===== src/rtl/chsyn_pkg.sv =====
package chsyn_pkg;

    typedef enum logic [2:0] {
        BND_850  = 3'd0,
        BND_900  = 3'd1,
        BND_1800 = 3'd2,
        BND_1900 = 3'd3,
        BND_450  = 3'd4,
        BND_480  = 3'd5,
        BND_810  = 3'd6,
        BND_750  = 3'd7
    } band_e;

    // Flag bits at the top of the channel word
    localparam int FLAG_W     = 4;
    localparam int NUM_RANGES = 8;

    // Range table: low edge, high edge, uplink value at n = 0, duplex offset
    localparam int unsigned RNG_LO  [NUM_RANGES] = '{0,    955,  128,  512,   259,  306,  350,  438};
    localparam int unsigned RNG_HI  [NUM_RANGES] = '{124,  1023, 251,  885,   293,  340,  425,  511};
    localparam int unsigned RNG_ORG [NUM_RANGES] = '{8900, 6852, 7986, 16078, 3988, 4178, 7360, 6596};
    localparam int unsigned RNG_DUP [NUM_RANGES] = '{450,  450,  450,  950,   100,  100,  450,  300};
    localparam band_e       RNG_BND [NUM_RANGES] = '{BND_900, BND_900, BND_850, BND_1800,
                                                     BND_450, BND_480, BND_810, BND_750};

    // PCS: 18502 + 2(n - 512) expressed as origin + 2n
    localparam int unsigned PCS_ORG = 17478;
    localparam int unsigned PCS_DUP = 800;

endpackage


===== src/rtl/chsyn_band_decode.sv =====
module chsyn_band_decode
    import chsyn_pkg::*;
#(
    parameter int CH_W   = 16,
    parameter int FREQ_W = 16
) (
    input  logic [CH_W-1:0]   chan,
    input  logic              uplink,
    output band_e             band,
    output logic [FREQ_W-1:0] freq,
    output logic              unmapped
);

    localparam int IDX_W = CH_W - FLAG_W;

    logic [31:0]       n32;
    logic              pcs;
    logic [FREQ_W-1:0] freq_pcs;
    logic [NUM_RANGES-1:0] hit;
    logic [FREQ_W-1:0] fq [NUM_RANGES];

    assign n32 = 32'(chan[IDX_W-1:0]);
    assign pcs = chan[CH_W-1];

    assign freq_pcs = FREQ_W'(PCS_ORG + 2 * n32 + (uplink ? 32'd0 : PCS_DUP));

    // One comparator pair and one adder per band range
    for (genvar g = 0; g < NUM_RANGES; g++) begin : g_rng
        assign hit[g] = (n32 >= RNG_LO[g]) && (n32 <= RNG_HI[g]);
        assign fq[g]  = FREQ_W'(RNG_ORG[g] + 2 * n32 + (uplink ? 32'd0 : RNG_DUP[g]));
    end

    always_comb begin
        band     = BND_1800;
        freq     = '1;
        unmapped = 1'b1;
        if (pcs) begin
            band     = BND_1900;
            freq     = freq_pcs;
            unmapped = 1'b0;
        end else begin
            // Ranges are disjoint, so scan order carries no priority
            for (int g = 0; g < NUM_RANGES; g++) begin
                if (hit[g]) begin
                    band     = RNG_BND[g];
                    freq     = fq[g];
                    unmapped = 1'b0;
                end
            end
        end
    end

endmodule


===== src/rtl/chsyn_synth_div.sv =====
module chsyn_synth_div
    import chsyn_pkg::*;
#(
    parameter int FREQ_W     = 16,
    parameter int NINT_W     = 9,
    parameter int NFRAC_W    = 8,
    parameter int NINT_LIMIT = 127,
    parameter int REF10      = 260,
    parameter int FRAC_DEN   = 130
) (
    input  band_e              band,
    input  logic [FREQ_W-1:0]  freq,
    output logic               has_synth,
    output logic [NINT_W-1:0]  nint,
    output logic [NFRAC_W-1:0] nfrac,
    output logic               oor
);

    localparam int FVCO_W = FREQ_W + 2;
    localparam int PROD_W = FVCO_W + $clog2(FRAC_DEN) + 1;
    localparam int DIV    = 2 * REF10;

    logic [FVCO_W-1:0] fvco;
    logic [FVCO_W-1:0] nint_full;
    logic [PROD_W-1:0] scaled;
    logic [PROD_W-1:0] frac_full;

    // VCO multiple: x4 for low bands, x2 for high bands, none otherwise
    always_comb begin
        case (band)
            BND_850, BND_900: begin
                fvco      = {freq, 2'b00};
                has_synth = 1'b1;
            end
            BND_1800, BND_1900: begin
                fvco      = {1'b0, freq, 1'b0};
                has_synth = 1'b1;
            end
            default: begin
                fvco      = '0;
                has_synth = 1'b0;
            end
        endcase
    end

    assign nint_full = fvco / FVCO_W'(DIV);
    assign scaled    = (PROD_W'(fvco) * PROD_W'(FRAC_DEN)) / PROD_W'(DIV);
    assign frac_full = scaled - PROD_W'(nint_full) * PROD_W'(FRAC_DEN);

    assign nint  = NINT_W'(nint_full);
    assign nfrac = NFRAC_W'(frac_full);
    assign oor   = nint_full > FVCO_W'(NINT_LIMIT);

endmodule


===== src/rtl/chsyn_word_gen.sv =====
module chsyn_word_gen
    import chsyn_pkg::*;
#(
    parameter int CH_W        = 16,
    parameter int FREQ_W      = 16,
    parameter int NINT_W      = 9,
    parameter int NINT_PACK_W = 7,
    parameter int NFRAC_W     = 8,
    parameter int WORD_W      = 24,
    parameter int NINT_LIMIT  = 127,
    parameter int REF10       = 260,
    parameter int FRAC_DEN    = 130
) (
    input  logic               clk,
    input  logic               rst_n,
    input  logic               in_valid,
    output logic               in_ready,
    input  logic [CH_W-1:0]    in_chan,
    input  logic               in_uplink,
    output logic               out_valid,
    output logic [2:0]         out_band,
    output logic [FREQ_W-1:0]  out_freq,
    output logic [NINT_W-1:0]  out_nint,
    output logic [NFRAC_W-1:0] out_nfrac,
    output logic [WORD_W-1:0]  out_word,
    output logic               out_oor,
    output logic               out_invalid
);

    localparam int BAND_PACK_W = 2;
    localparam int NINT_LSB    = NFRAC_W;
    localparam int BAND_LSB    = NINT_LSB + NINT_PACK_W;
    localparam int TX_BIT      = BAND_LSB + BAND_PACK_W;
    localparam int BUF_BIT     = TX_BIT + 1;

    typedef struct packed {
        logic               busy;
        logic               ul;
        band_e              band;
        logic [FREQ_W-1:0]  freq;
        logic               unm;
        logic               ovld;
        band_e              o_band;
        logic [FREQ_W-1:0]  o_freq;
        logic [NINT_W-1:0]  o_nint;
        logic [NFRAC_W-1:0] o_nfrac;
        logic [WORD_W-1:0]  o_word;
        logic               o_oor;
        logic               o_inv;
    } st_t;

    st_t st_d, st_q;

    band_e              dec_band;
    logic [FREQ_W-1:0]  dec_freq;
    logic               dec_unm;
    logic               div_ok;
    logic [NINT_W-1:0]  div_nint;
    logic [NFRAC_W-1:0] div_nfrac;
    logic               div_oor;
    logic [WORD_W-1:0]  word_d;
    logic               accept;

    chsyn_band_decode #(
        .CH_W   (CH_W),
        .FREQ_W (FREQ_W)
    ) u_dec (
        .chan     (in_chan),
        .uplink   (in_uplink),
        .band     (dec_band),
        .freq     (dec_freq),
        .unmapped (dec_unm)
    );

    // Second stage works on the registered decode
    chsyn_synth_div #(
        .FREQ_W     (FREQ_W),
        .NINT_W     (NINT_W),
        .NFRAC_W    (NFRAC_W),
        .NINT_LIMIT (NINT_LIMIT),
        .REF10      (REF10),
        .FRAC_DEN   (FRAC_DEN)
    ) u_div (
        .band      (st_q.band),
        .freq      (st_q.freq),
        .has_synth (div_ok),
        .nint      (div_nint),
        .nfrac     (div_nfrac),
        .oor       (div_oor)
    );

    assign accept = in_valid && !st_q.busy;

    always_comb begin
        word_d = '0;
        if (div_ok) begin
            word_d[NFRAC_W-1:0]               = div_nfrac;
            word_d[NINT_LSB +: NINT_PACK_W]   = div_nint[NINT_PACK_W-1:0];
            word_d[BAND_LSB +: BAND_PACK_W]   = st_q.band[BAND_PACK_W-1:0];
            if (st_q.ul && (st_q.band == BND_850 || st_q.band == BND_900)) begin
                word_d[TX_BIT]  = 1'b1;
                word_d[BUF_BIT] = 1'b1;
            end
        end
    end

    always_comb begin
        st_d = st_q;
        if (accept) begin
            st_d.busy = 1'b1;
            st_d.ul   = in_uplink;
            st_d.band = dec_band;
            st_d.freq = dec_freq;
            st_d.unm  = dec_unm;
            st_d.ovld = 1'b0;
        end else if (st_q.busy) begin
            st_d.busy    = 1'b0;
            st_d.ovld    = 1'b1;
            st_d.o_band  = st_q.band;
            st_d.o_freq  = st_q.freq;
            st_d.o_nint  = div_nint;
            st_d.o_nfrac = div_nfrac;
            st_d.o_word  = word_d;
            st_d.o_oor   = div_oor;
            st_d.o_inv   = st_q.unm || !div_ok;
        end
    end

    always_ff @(posedge clk or negedge rst_n) begin
        if (!rst_n) begin
            st_q <= '0;
        end else begin
            st_q <= st_d;
        end
    end

    assign in_ready    = !st_q.busy;
    assign out_valid   = st_q.ovld;
    assign out_band    = st_q.o_band;
    assign out_freq    = st_q.o_freq;
    assign out_nint    = st_q.o_nint;
    assign out_nfrac   = st_q.o_nfrac;
    assign out_word    = st_q.o_word;
    assign out_oor     = st_q.o_oor;
    assign out_invalid = st_q.o_inv;

endmodule


===== config.mk =====
export PLATFORM = sky130hd
export DESIGN_NAME = chsyn_word_gen
export DESIGN_NICKNAME = d
export VERILOG_FILES = /design/src/rtl/chsyn_pkg.sv /design/src/rtl/chsyn_band_decode.sv /design/src/rtl/chsyn_synth_div.sv /design/src/rtl/chsyn_word_gen.sv
export SDC_FILE = /design/constraint.sdc
export NUM_CORES = 1
export LEC_CHECK = 0
export BUFFER_PORTS_ARGS = -buffer_cell sky130_fd_sc_hd__buf_2
export CAP_MARGIN = 25
export CORE_ASPECT_RATIO = 1.1
export CORE_MARGIN = 4
export CORE_UTILIZATION = 55
export CTS_CLUSTER_DIAMETER = 120
export DETAILED_ROUTE_END_ITERATION = 6
export PLACE_DENSITY_LB_ADDON = 0.25
export SLEW_MARGIN = 20
export SYNTH_ARGS = -nofsm -noshare
export SYNTH_HDL_FRONTEND = slang
export SYNTH_SLANG_ARGS = --single-unit

===== constraint.sdc =====
create_clock -name clk -period 19 [get_ports clk]
set_input_delay 3.8 -clock clk [delete_from_list [all_inputs] [get_ports clk]]
set_output_delay 3.8 -clock clk [all_outputs]
set_load 0.01 [all_outputs]

==> metrics.txt, run 1 <==
# TYPE chip_impl_metric gauge
chip_impl_info{name="outcome",value="finished, violations left"} 1
chip_impl_info{name="violated_checks",value="design-rule violations"} 1
chip_impl_metric{name="maxSlewHeadroom",unit="%"} 36.4
chip_impl_metric{name="gr-usage-all-layers",unit="%"} 26.8
chip_impl_info{name="cts_tree",value="built"} 1
chip_impl_metric{name="synth_cell_type_count",unit=""} 119
chip_impl_metric{name="remaining_drc_errors",unit=""} 4
chip_impl_metric{name="regArea",unit="µm²"} 1950
chip_impl_metric{name="area.growth.synth_to_final",unit="%"} 3.38
chip_impl_info{name="critical_path_class",value="flop to flop"} 1
chip_impl_metric{name="fp.dieArea",unit="µm²"} 24600
chip_impl_metric{name="finalHoldViolations",unit=""} 0
chip_impl_metric{name="fmax",unit="MHz"} 63.1
chip_impl_metric{name="globalRoute.totalOverflow",unit=""} 0
chip_impl_metric{name="timing.critical_path.slowest_cell_delay",unit="ns"} 0.96
chip_impl_info{name="synth.cells.most_frequent",value="sky130_fd_sc_hd__nand2_1 (145), sky130_fd_sc_hd__nor2_1 (135), sky130_fd_sc_hd__xnor2_1 (110)"} 1
chip_impl_metric{name="synth_enable_flop_cells",unit=""} 0
chip_impl_metric{name="synthDominantCellAreaShare",unit="%"} 16.0
chip_impl_metric{name="drt_pre_antenna_iters",unit=""} 7
chip_impl_info{name="grt_setup_unrepaired",value="false"} 1
chip_impl_metric{name="tritoncts_num_sinks",unit=""} 78
chip_impl_metric{name="timing.critical_path.required",unit="ns"} 19.18
chip_impl_metric{name="die_width",unit="µm"} 150
chip_impl_metric{name="worst-slew-pin-transition",unit="ns"} 0.954
chip_impl_metric{name="vias",unit=""} 11642
chip_impl_info{name="netlist_top_cells_area",value="sky130_fd_sc_hd__dfrtp_1 (16%), sky130_fd_sc_hd__xnor2_1 (7.9%), sky130_fd_sc_hd__ha_1 (7.5%), sky130_fd_sc_hd__nand2_1 (4.5%), sky130_fd_sc_hd__nor2_1 (4.2%)"} 1
chip_impl_metric{name="ys_async_sr_fraction",unit="%"} 100
chip_impl_metric{name="postCtsSetupRepairBufs",unit=""} 0
chip_impl_metric{name="drive_above_1_share",unit="%"} 13.4
chip_impl_metric{name="postRouteWirelength",unit="mm"} 33.5
chip_impl_metric{name="period_share",unit="%"} 83.4
chip_impl_metric{name="worst_setup_hold_path_clk_slew",unit="ns"} 0.07
chip_impl_info{name="worst_r2r_startpoint",value="st_q[81]"} 1
chip_impl_info{name="largest_area_contributor_in_the_synthesized_netlist",value="sky130_fd_sc_hd__dfrtp_1"} 1
chip_impl_metric{name="avgRoutedWirePerCell",unit="µm"} 18.2
chip_impl_metric{name="synth_seq_area_share",unit="%"} 16.0
chip_impl_metric{name="grt_max_degree",unit=""} 79
chip_impl_metric{name="register_to_register_path_depth",unit=""} 55
chip_impl_metric{name="design.final.nets",unit=""} 1640
chip_impl_metric{name="timing.critical_path.fanout_max",unit=""} 23
chip_impl_info{name="worst_setup_path_end_kind",value="flop"} 1
chip_impl_info{name="timing.critical_path.from",value="st_q[81]"} 1
chip_impl_metric{name="fin_crit",unit="ns"} 15.84
chip_impl_metric{name="post_cts.resized_instances",unit=""} 0
chip_impl_metric{name="placement_rows",unit=""} 56
chip_impl_metric{name="grt_first_pass_wirelength",unit="mm"} 55.2
chip_impl_metric{name="numCtsBuffers",unit=""} 9
chip_impl_metric{name="final_setup_violation_count",unit=""} 0
chip_impl_metric{name="hpwlAfterDp",unit="mm"} 25.7
chip_impl_metric{name="n_antenna_cell",unit=""} 0
chip_impl_metric{name="gp_routability_congestion",unit=""} 0.922
chip_impl_metric{name="fillers",unit=""} 2096
chip_impl_metric{name="max_cap_violations",unit=""} 0
chip_impl_metric{name="core_area",unit="µm²"} 21600
chip_impl_info{name="worst_path_max_delay_cell",value="sky130_fd_sc_hd__dfrtp_1"} 1
chip_impl_metric{name="setup_total_negative_slack",unit="ns"} 0
chip_impl_metric{name="vias_per_cell",unit=""} 6.33
chip_impl_metric{name="num_io_pins",unit=""} 84
chip_impl_metric{name="port_buffers",unit=""} 75
chip_impl_metric{name="timing.hold.ws",unit="ns"} 0.475
chip_impl_metric{name="mean_area_per_synthesized_cell",unit="µm²"} 7.76
chip_impl_metric{name="grt_antenna_before_repair",unit=""} 0
chip_impl_info{name="clockRootBuffer",value="sky130_fd_sc_hd__clkbuf_16"} 1
chip_impl_metric{name="number_of_pins_exceeding_their_max_slew_limit_in_the_final_report",unit=""} 0
chip_impl_metric{name="timing.reg2reg.setup_slack",unit="ns"} 3.16
chip_impl_metric{name="multi_input_comb_area",unit="µm²"} 9350
chip_impl_metric{name="syn_inst",unit=""} 1569
chip_impl_metric{name="number_of_levels_in_the_clock_h_tree",unit=""} 3
chip_impl_metric{name="via_count_of_the_first_global_routing_pass",unit=""} 11234
chip_impl_metric{name="drt.antenna.violating_nets",unit=""} 0
chip_impl_info{name="cell_with_the_most_instances_after_synthesis",value="sky130_fd_sc_hd__nand2_1"} 1
chip_impl_metric{name="insertion_delay",unit="ns"} 0.34
chip_impl_info{name="hp-start",value="out_word[13]"} 1
chip_impl_metric{name="synthesis.area",unit="µm²"} 12200
chip_impl_metric{name="die_height",unit="µm"} 164
chip_impl_metric{name="critPathArrivalTime",unit="ns"} 16.02
chip_impl_metric{name="cts-root-to-sink-buffers",unit=""} 2
chip_impl_info{name="ys_dominant_reg_cell",value="sky130_fd_sc_hd__dfrtp_1"} 1
chip_impl_metric{name="timing.hold.worst_path_depth",unit=""} 1
chip_impl_metric{name="yosysWarningCount",unit=""} 0
chip_impl_metric{name="clock-skew-final",unit="ns"} 0.00869
chip_impl_info{name="hold_class",value="flop to flop"} 1
chip_impl_metric{name="drtIter0Drc",unit=""} 883
chip_impl_info{name="cp-start-kind",value="flop"} 1
chip_impl_metric{name="ys_ff_latch",unit=""} 78
chip_impl_metric{name="initial_utilization",unit="%"} 56.4
chip_impl_metric{name="hold_buffers",unit=""} 0
worst paths after layout:
path / end
setup / recovery: out_nfrac[7]
min in group asynchronous: out_nint[7]
max in group asynchronous: st_q[82]
hold / removal: out_word[13]
hold reg to reg: out_word[13]
setup reg to reg: out_nfrac[7]
registers in the layout, summed over array words and instances, names as in the netlist, 3 cells and up:
signal,flops
out_nfrac,8
out_nint,9
out_band,3
out_word,18
st_q,21
out_freq,16
kinds of logic after synthesis:
logic type,Yosys count,synth area share (%)
AO/OA/AOI/OAI,489,29.2
XOR/XNOR,159,11.6
adder cells (fa/ha/maj),83,8.67
buffers and inverters,172,7.39
flip-flops,78,16.0
multiplexers,57,5.06
other,1,0.0308
AND/OR/NAND/NOR,530,22.1
critical path: cells and delay by family, from the launching register on:
family                   cells  cell delay, ns
adder cells (fa/ha/maj)      5            1.61
XOR/XNOR                     4            0.66
AND/OR/NAND/NOR             15            3.59
buffers and inverters        1            0.06
flip-flops                   1            0.96
multiplexers                 4            1.60
AO/OA/AOI/OAI               26            7.16
area by class of cell:
class | count | area share, %
timing repair buffer | 82 | 3.58
clock inverter | 7 | 0.507
sequential | 78 | 15.5
tap | 290 | 2.88
multi-input combinational | 1323 | 74.3
inverter | 49 | 1.46
clock buffer | 9 | 1.79
metal layers:
metal  share of wire [%]  track usage [%]  vias to the layer above  wire length [µm]
met1                  43             35.4                     5505             14500
met5                   0                0                        -                 0
li1                    -                -                     5647                 -
met4                 3.8             10.8                        0              1260
met3                 4.7             1.96                       93              1580
met2                  48             45.6                      397             16100
per-stage QoR:
| stage | cells | setup WS [ns] | util, % | instance area (µm²) |
|---|---|---|---|---|
| final | 1838 | 3.16 | 58.4 | 12600 |
| after global routing | 1838 | 1.81 | 58.4 | 12600 |
| after CTS | 1837 | 3.39 | 58.2 | 12600 |
| after detailed placement | 1821 | 3.48 | 56.9 | 12300 |
| after global placement | 1821 | 3.71 | 56.9 | 12300 |
| after floorplan | 1573 | 5.39 | - | 12200 |
cell usage in the layout, fill, tap and decap left out, types with 10 or more instances in the layout:
cell / count
sky130_fd_sc_hd__nand3_1: 40
sky130_fd_sc_hd__mux2_2: 28
sky130_fd_sc_hd__o211ai_1: 23
sky130_fd_sc_hd__nor2_1: 135
sky130_fd_sc_hd__a21oi_1: 90
sky130_fd_sc_hd__mux2i_1: 26
sky130_fd_sc_hd__o22ai_1: 17
sky130_fd_sc_hd__a21o_1: 26
sky130_fd_sc_hd__nand2b_1: 24
sky130_fd_sc_hd__nor3_1: 42
sky130_fd_sc_hd__xor2_1: 47
sky130_fd_sc_hd__o21ai_0: 85
sky130_fd_sc_hd__and3_1: 14
sky130_fd_sc_hd__nand2_1: 145
sky130_fd_sc_hd__xnor2_1: 110
sky130_fd_sc_hd__inv_1: 46
sky130_fd_sc_hd__o21ai_1: 13
sky130_fd_sc_hd__dfrtp_1: 76
sky130_fd_sc_hd__a31oi_1: 29
sky130_fd_sc_hd__buf_2: 74
sky130_fd_sc_hd__nor2b_1: 22
sky130_fd_sc_hd__o21a_1: 27
sky130_fd_sc_hd__o21bai_1: 11
sky130_fd_sc_hd__a211oi_1: 13
sky130_fd_sc_hd__and2_1: 18
sky130_fd_sc_hd__ha_1: 73
sky130_fd_sc_hd__or3_1: 10
Power of run 1 is not shown: default switching activity piles up to over one toggle a cycle in this logic, so the estimate is an artifact.
==> run 2, diff against run 1 <==
--- a/config.mk
+++ b/config.mk
@@ -5,6 +5,7 @@
 export SDC_FILE = /design/constraint.sdc
 export NUM_CORES = 1
 export LEC_CHECK = 0
+export ABC_AREA = 1
 export BUFFER_PORTS_ARGS = -buffer_cell sky130_fd_sc_hd__buf_2
 export CAP_MARGIN = 25
 export CORE_ASPECT_RATIO = 1.1
==> constraint.sdc (replaced) <==
create_clock -name clk -period 13.4 [get_ports clk]
set_input_delay 2.68 -clock clk [delete_from_list [all_inputs] [get_ports clk]]
set_output_delay 2.68 -clock clk [all_outputs]
set_load 0.01 [all_outputs]
==> metrics.txt, run 2 <==
# TYPE chip_impl_metric gauge
chip_impl_metric{name="finalHoldViolations",unit=""} 0
chip_impl_metric{name="final_cells",unit=""} 2477
chip_impl_metric{name="critPathArrivalTime",unit="ns"} 13.42
chip_impl_metric{name="timing.hold.ws",unit="ns"} 0.463
chip_impl_metric{name="area.growth.synth_to_final",unit="%"} 17.2
chip_impl_metric{name="vias_per_cell",unit=""} 5.61
chip_impl_metric{name="number_of_levels_in_the_clock_h_tree",unit=""} 3
chip_impl_info{name="layout.cells.most_common_list",value="sky130_fd_sc_hd__nand2_1 (502), sky130_fd_sc_hd__inv_1 (241), sky130_fd_sc_hd__nor2_1 (153)"} 1
chip_impl_metric{name="drt.antenna.violating_nets",unit=""} 0
chip_impl_metric{name="hpwlAfterDp",unit="mm"} 28.9
chip_impl_metric{name="timing.critical_path.slowest_cell_delay",unit="ns"} 0.42
chip_impl_info{name="cp-start-kind",value="flop"} 1
chip_impl_metric{name="cts-root-to-sink-buffers",unit=""} 2
chip_impl_metric{name="synthesis.area",unit="µm²"} 12900
chip_impl_metric{name="die_height",unit="µm"} 168
chip_impl_info{name="crit_path_frequent_cell",value="sky130_fd_sc_hd__nand2_1"} 1
chip_impl_info{name="clockRootBuffer",value="sky130_fd_sc_hd__clkbuf_16"} 1
chip_impl_info{name="hold_class",value="flop to flop"} 1
chip_impl_info{name="synth.cells.most_frequent",value="sky130_fd_sc_hd__nand2_1 (539), sky130_fd_sc_hd__inv_1 (247), sky130_fd_sc_hd__nor2_1 (174)"} 1
chip_impl_metric{name="mean_area_per_synthesized_cell",unit="µm²"} 6.21
chip_impl_metric{name="insertion_delay",unit="ns"} 0.33
chip_impl_metric{name="fin_crit",unit="ns"} 13.17
chip_impl_metric{name="synthDominantCellAreaShare",unit="%"} 15.7
chip_impl_metric{name="postRouteWirelength",unit="mm"} 38.1
chip_impl_metric{name="number_of_pins_exceeding_their_max_slew_limit_in_the_final_report",unit=""} 0
chip_impl_metric{name="avgRoutedWirePerCell",unit="µm"} 15.4
chip_impl_metric{name="period_share",unit="%"} 98.2
chip_impl_metric{name="ys_ff_latch",unit=""} 78
chip_impl_metric{name="grt_max_degree",unit=""} 79
chip_impl_metric{name="max_cap_violations",unit=""} 0
chip_impl_metric{name="synth_enable_flop_cells",unit=""} 0
chip_impl_metric{name="drtIter0Drc",unit=""} 1037
chip_impl_metric{name="grt_first_pass_wirelength",unit="mm"} 59.3
chip_impl_metric{name="core_area",unit="µm²"} 22900
chip_impl_metric{name="maxSlewHeadroom",unit="%"} 45.0
chip_impl_metric{name="worst_setup_hold_path_clk_slew",unit="ns"} 0.06
chip_impl_info{name="grt_setup_unrepaired",value="true"} 1
chip_impl_metric{name="initial_utilization",unit="%"} 56.1
chip_impl_metric{name="timing.critical_path.required",unit="ns"} 13.65
chip_impl_metric{name="setup_total_negative_slack",unit="ns"} 0
chip_impl_info{name="critical_path_class",value="flop to flop"} 1
chip_impl_metric{name="n_antenna_cell",unit=""} 0
chip_impl_metric{name="placement_rows",unit=""} 58
chip_impl_metric{name="syn_inst",unit=""} 2072
chip_impl_metric{name="synth_seq_area_share",unit="%"} 15.2
chip_impl_metric{name="die_width",unit="µm"} 154
chip_impl_info{name="cts_tree",value="built"} 1
chip_impl_metric{name="fp.dieArea",unit="µm²"} 25900
chip_impl_metric{name="grt_antenna_before_repair",unit=""} 0
chip_impl_info{name="ys_dominant_reg_cell",value="sky130_fd_sc_hd__dfrtp_1"} 1
chip_impl_metric{name="fillers",unit=""} 2040
chip_impl_metric{name="numCtsBuffers",unit=""} 9
chip_impl_metric{name="port_buffers",unit=""} 75
chip_impl_metric{name="worst-slew-pin-transition",unit="ns"} 0.819
chip_impl_metric{name="timing.critical_path.fanout_max",unit=""} 8
chip_impl_metric{name="yosysWarningCount",unit=""} 0
chip_impl_info{name="cell_with_the_most_instances_after_synthesis",value="sky130_fd_sc_hd__nand2_1"} 1
chip_impl_metric{name="place_inst",unit=""} 2402
chip_impl_info{name="worst_setup_path_end_kind",value="flop"} 1
chip_impl_metric{name="synth_cell_type_count",unit=""} 67
chip_impl_metric{name="remaining_drc_errors",unit=""} 0
chip_impl_metric{name="via_count_of_the_first_global_routing_pass",unit=""} 12518
chip_impl_metric{name="tritoncts_num_sinks",unit=""} 78
chip_impl_info{name="largest_area_contributor_in_the_synthesized_netlist",value="sky130_fd_sc_hd__nand2_1"} 1
chip_impl_metric{name="hold_buffers",unit=""} 0
chip_impl_metric{name="design.final.nets",unit=""} 2269
chip_impl_metric{name="num_io_pins",unit=""} 84
chip_impl_info{name="largest_register",value="st_q"} 1
chip_impl_metric{name="clock-skew-final",unit="ns"} 0.00481
chip_impl_info{name="worst_path_max_delay_cell",value="sky130_fd_sc_hd__dfrtp_1"} 1
chip_impl_metric{name="drive_above_1_share",unit="%"} 24.4
chip_impl_info{name="netlist_top_cells_area",value="sky130_fd_sc_hd__nand2_1 (16%), sky130_fd_sc_hd__dfrtp_1 (15%), sky130_fd_sc_hd__inv_1 (7.2%), sky130_fd_sc_hd__ha_1 (7.1%), sky130_fd_sc_hd__nand3_1 (6.3%)"} 1
chip_impl_metric{name="fmax",unit="MHz"} 76.0
chip_impl_metric{name="vias",unit=""} 13902
chip_impl_info{name="mostFrequentLayoutCell",value="sky130_fd_sc_hd__nand2_1"} 1
chip_impl_info{name="outcome",value="completed"} 1
chip_impl_metric{name="globalRoute.totalOverflow",unit=""} 0
chip_impl_metric{name="final_setup_violation_count",unit=""} 0
chip_impl_metric{name="largest_reg_flops",unit=""} 21
chip_impl_metric{name="drt_pre_antenna_iters",unit=""} 6
chip_impl_metric{name="gp_routability_congestion",unit=""} 1.00
chip_impl_metric{name="ys_async_sr_fraction",unit="%"} 100
chip_impl_metric{name="gr-usage-all-layers",unit="%"} 26.8
## run 2: cell types whose count changed after synthesis, sizes merged, moves of 25 or more
| cell | before | now |
|---|---|---|
| inv | 47 | 286 |
| mux2 | 31 | 0 |
| mux2i | 26 | 1 |
| nand2 | 145 | 634 |
| nand3 | 41 | 190 |
| nand4 | 7 | 35 |
| nor2 | 136 | 204 |
| nor3 | 48 | 18 |
| o21a | 28 | 0 |
| xnor2 | 112 | 25 |
| xor2 | 47 | 92 |
## run 2: timing repair
item                       in CTS  in global routing
gates cloned                    1                  0
setup endpoints to repair       2                 16
setup buffers                   2                 55
pin swaps                       0                 76
gates resized for setup         7                199
## run 2: layer usage
metal	track usage [%]	routed length (µm)	vias up
met5	0	0	-
met1	34.1	16100	6478
met4	9.37	1410	0
met3	2.21	1810	98
li1	-	-	6895
met2	47.7	18800	431
## run 2: area by class of cell
class                      instances  area, µm²  share of cell area (%)
clock buffer                      10        229                    1.52
inverter                         298       1140                    7.57
clock inverter                     6       70.1                   0.465
multi-input combinational       1610      10100                    67.1
tap                              300        375                    2.49
timing repair buffer             174       1180                    7.82
sequential                        78       1950                    13.0
timing repair inverter             1       7.51                  0.0498
## run 2: final timing paths
kind,start,endpoint,slack [ns],cells after the start
max,st_q[81],out_word[7],0.23,93
min,out_nfrac[2],out_nfrac[2],0.46,2
max reg2reg,st_q[81],out_word[7],0.23,93
min reg2reg,out_nfrac[2],out_nfrac[2],0.46,2
max in group asynchronous,rst_n,st_q[82],10.61,2
min in group asynchronous,rst_n,out_freq[6],2.22,1
## run 2: cell families (layout without fill, tap and decap cells)
kind of cell             after synthesis  after routing  share of synthesized area (%)
multiplexers                           1              1                         0.0778
other                                  1              5                         0.0292
AO/OA/AOI/OAI                        310            310                           14.4
XOR/XNOR                             117            117                           8.17
AND/OR/NAND/NOR                     1100           1100                           41.0
adder cells (fa/ha/maj)               77             77                           7.72
flip-flops                            78             78                           15.2
buffers and inverters                388            489                           13.4
## run 2: worst max-delay path, delay by kind of cell (launching register included)
family          cells  cell delay, ns
compound gates     11            2.16
fa+ha+maj           4            1.05
flops               1            0.42
xor+xnor            4            0.76
simple gates       65            7.60
buf+inv             9            1.07
## run 2: metrics by stage
step	cell area (µm²)	util (%)	worst slack [ns]
3_5_place_dp	13300	58.2	-0.0449
6_report	15100	65.7	0.235
5_1_grt	15100	65.7	-0.814
2_1_floorplan	12900	-	1.29
4_1_cts	13700	59.7	0.0147
3_3_place_gp	13300	58.2	0.250
Power of run 2 is left out for the same reason.
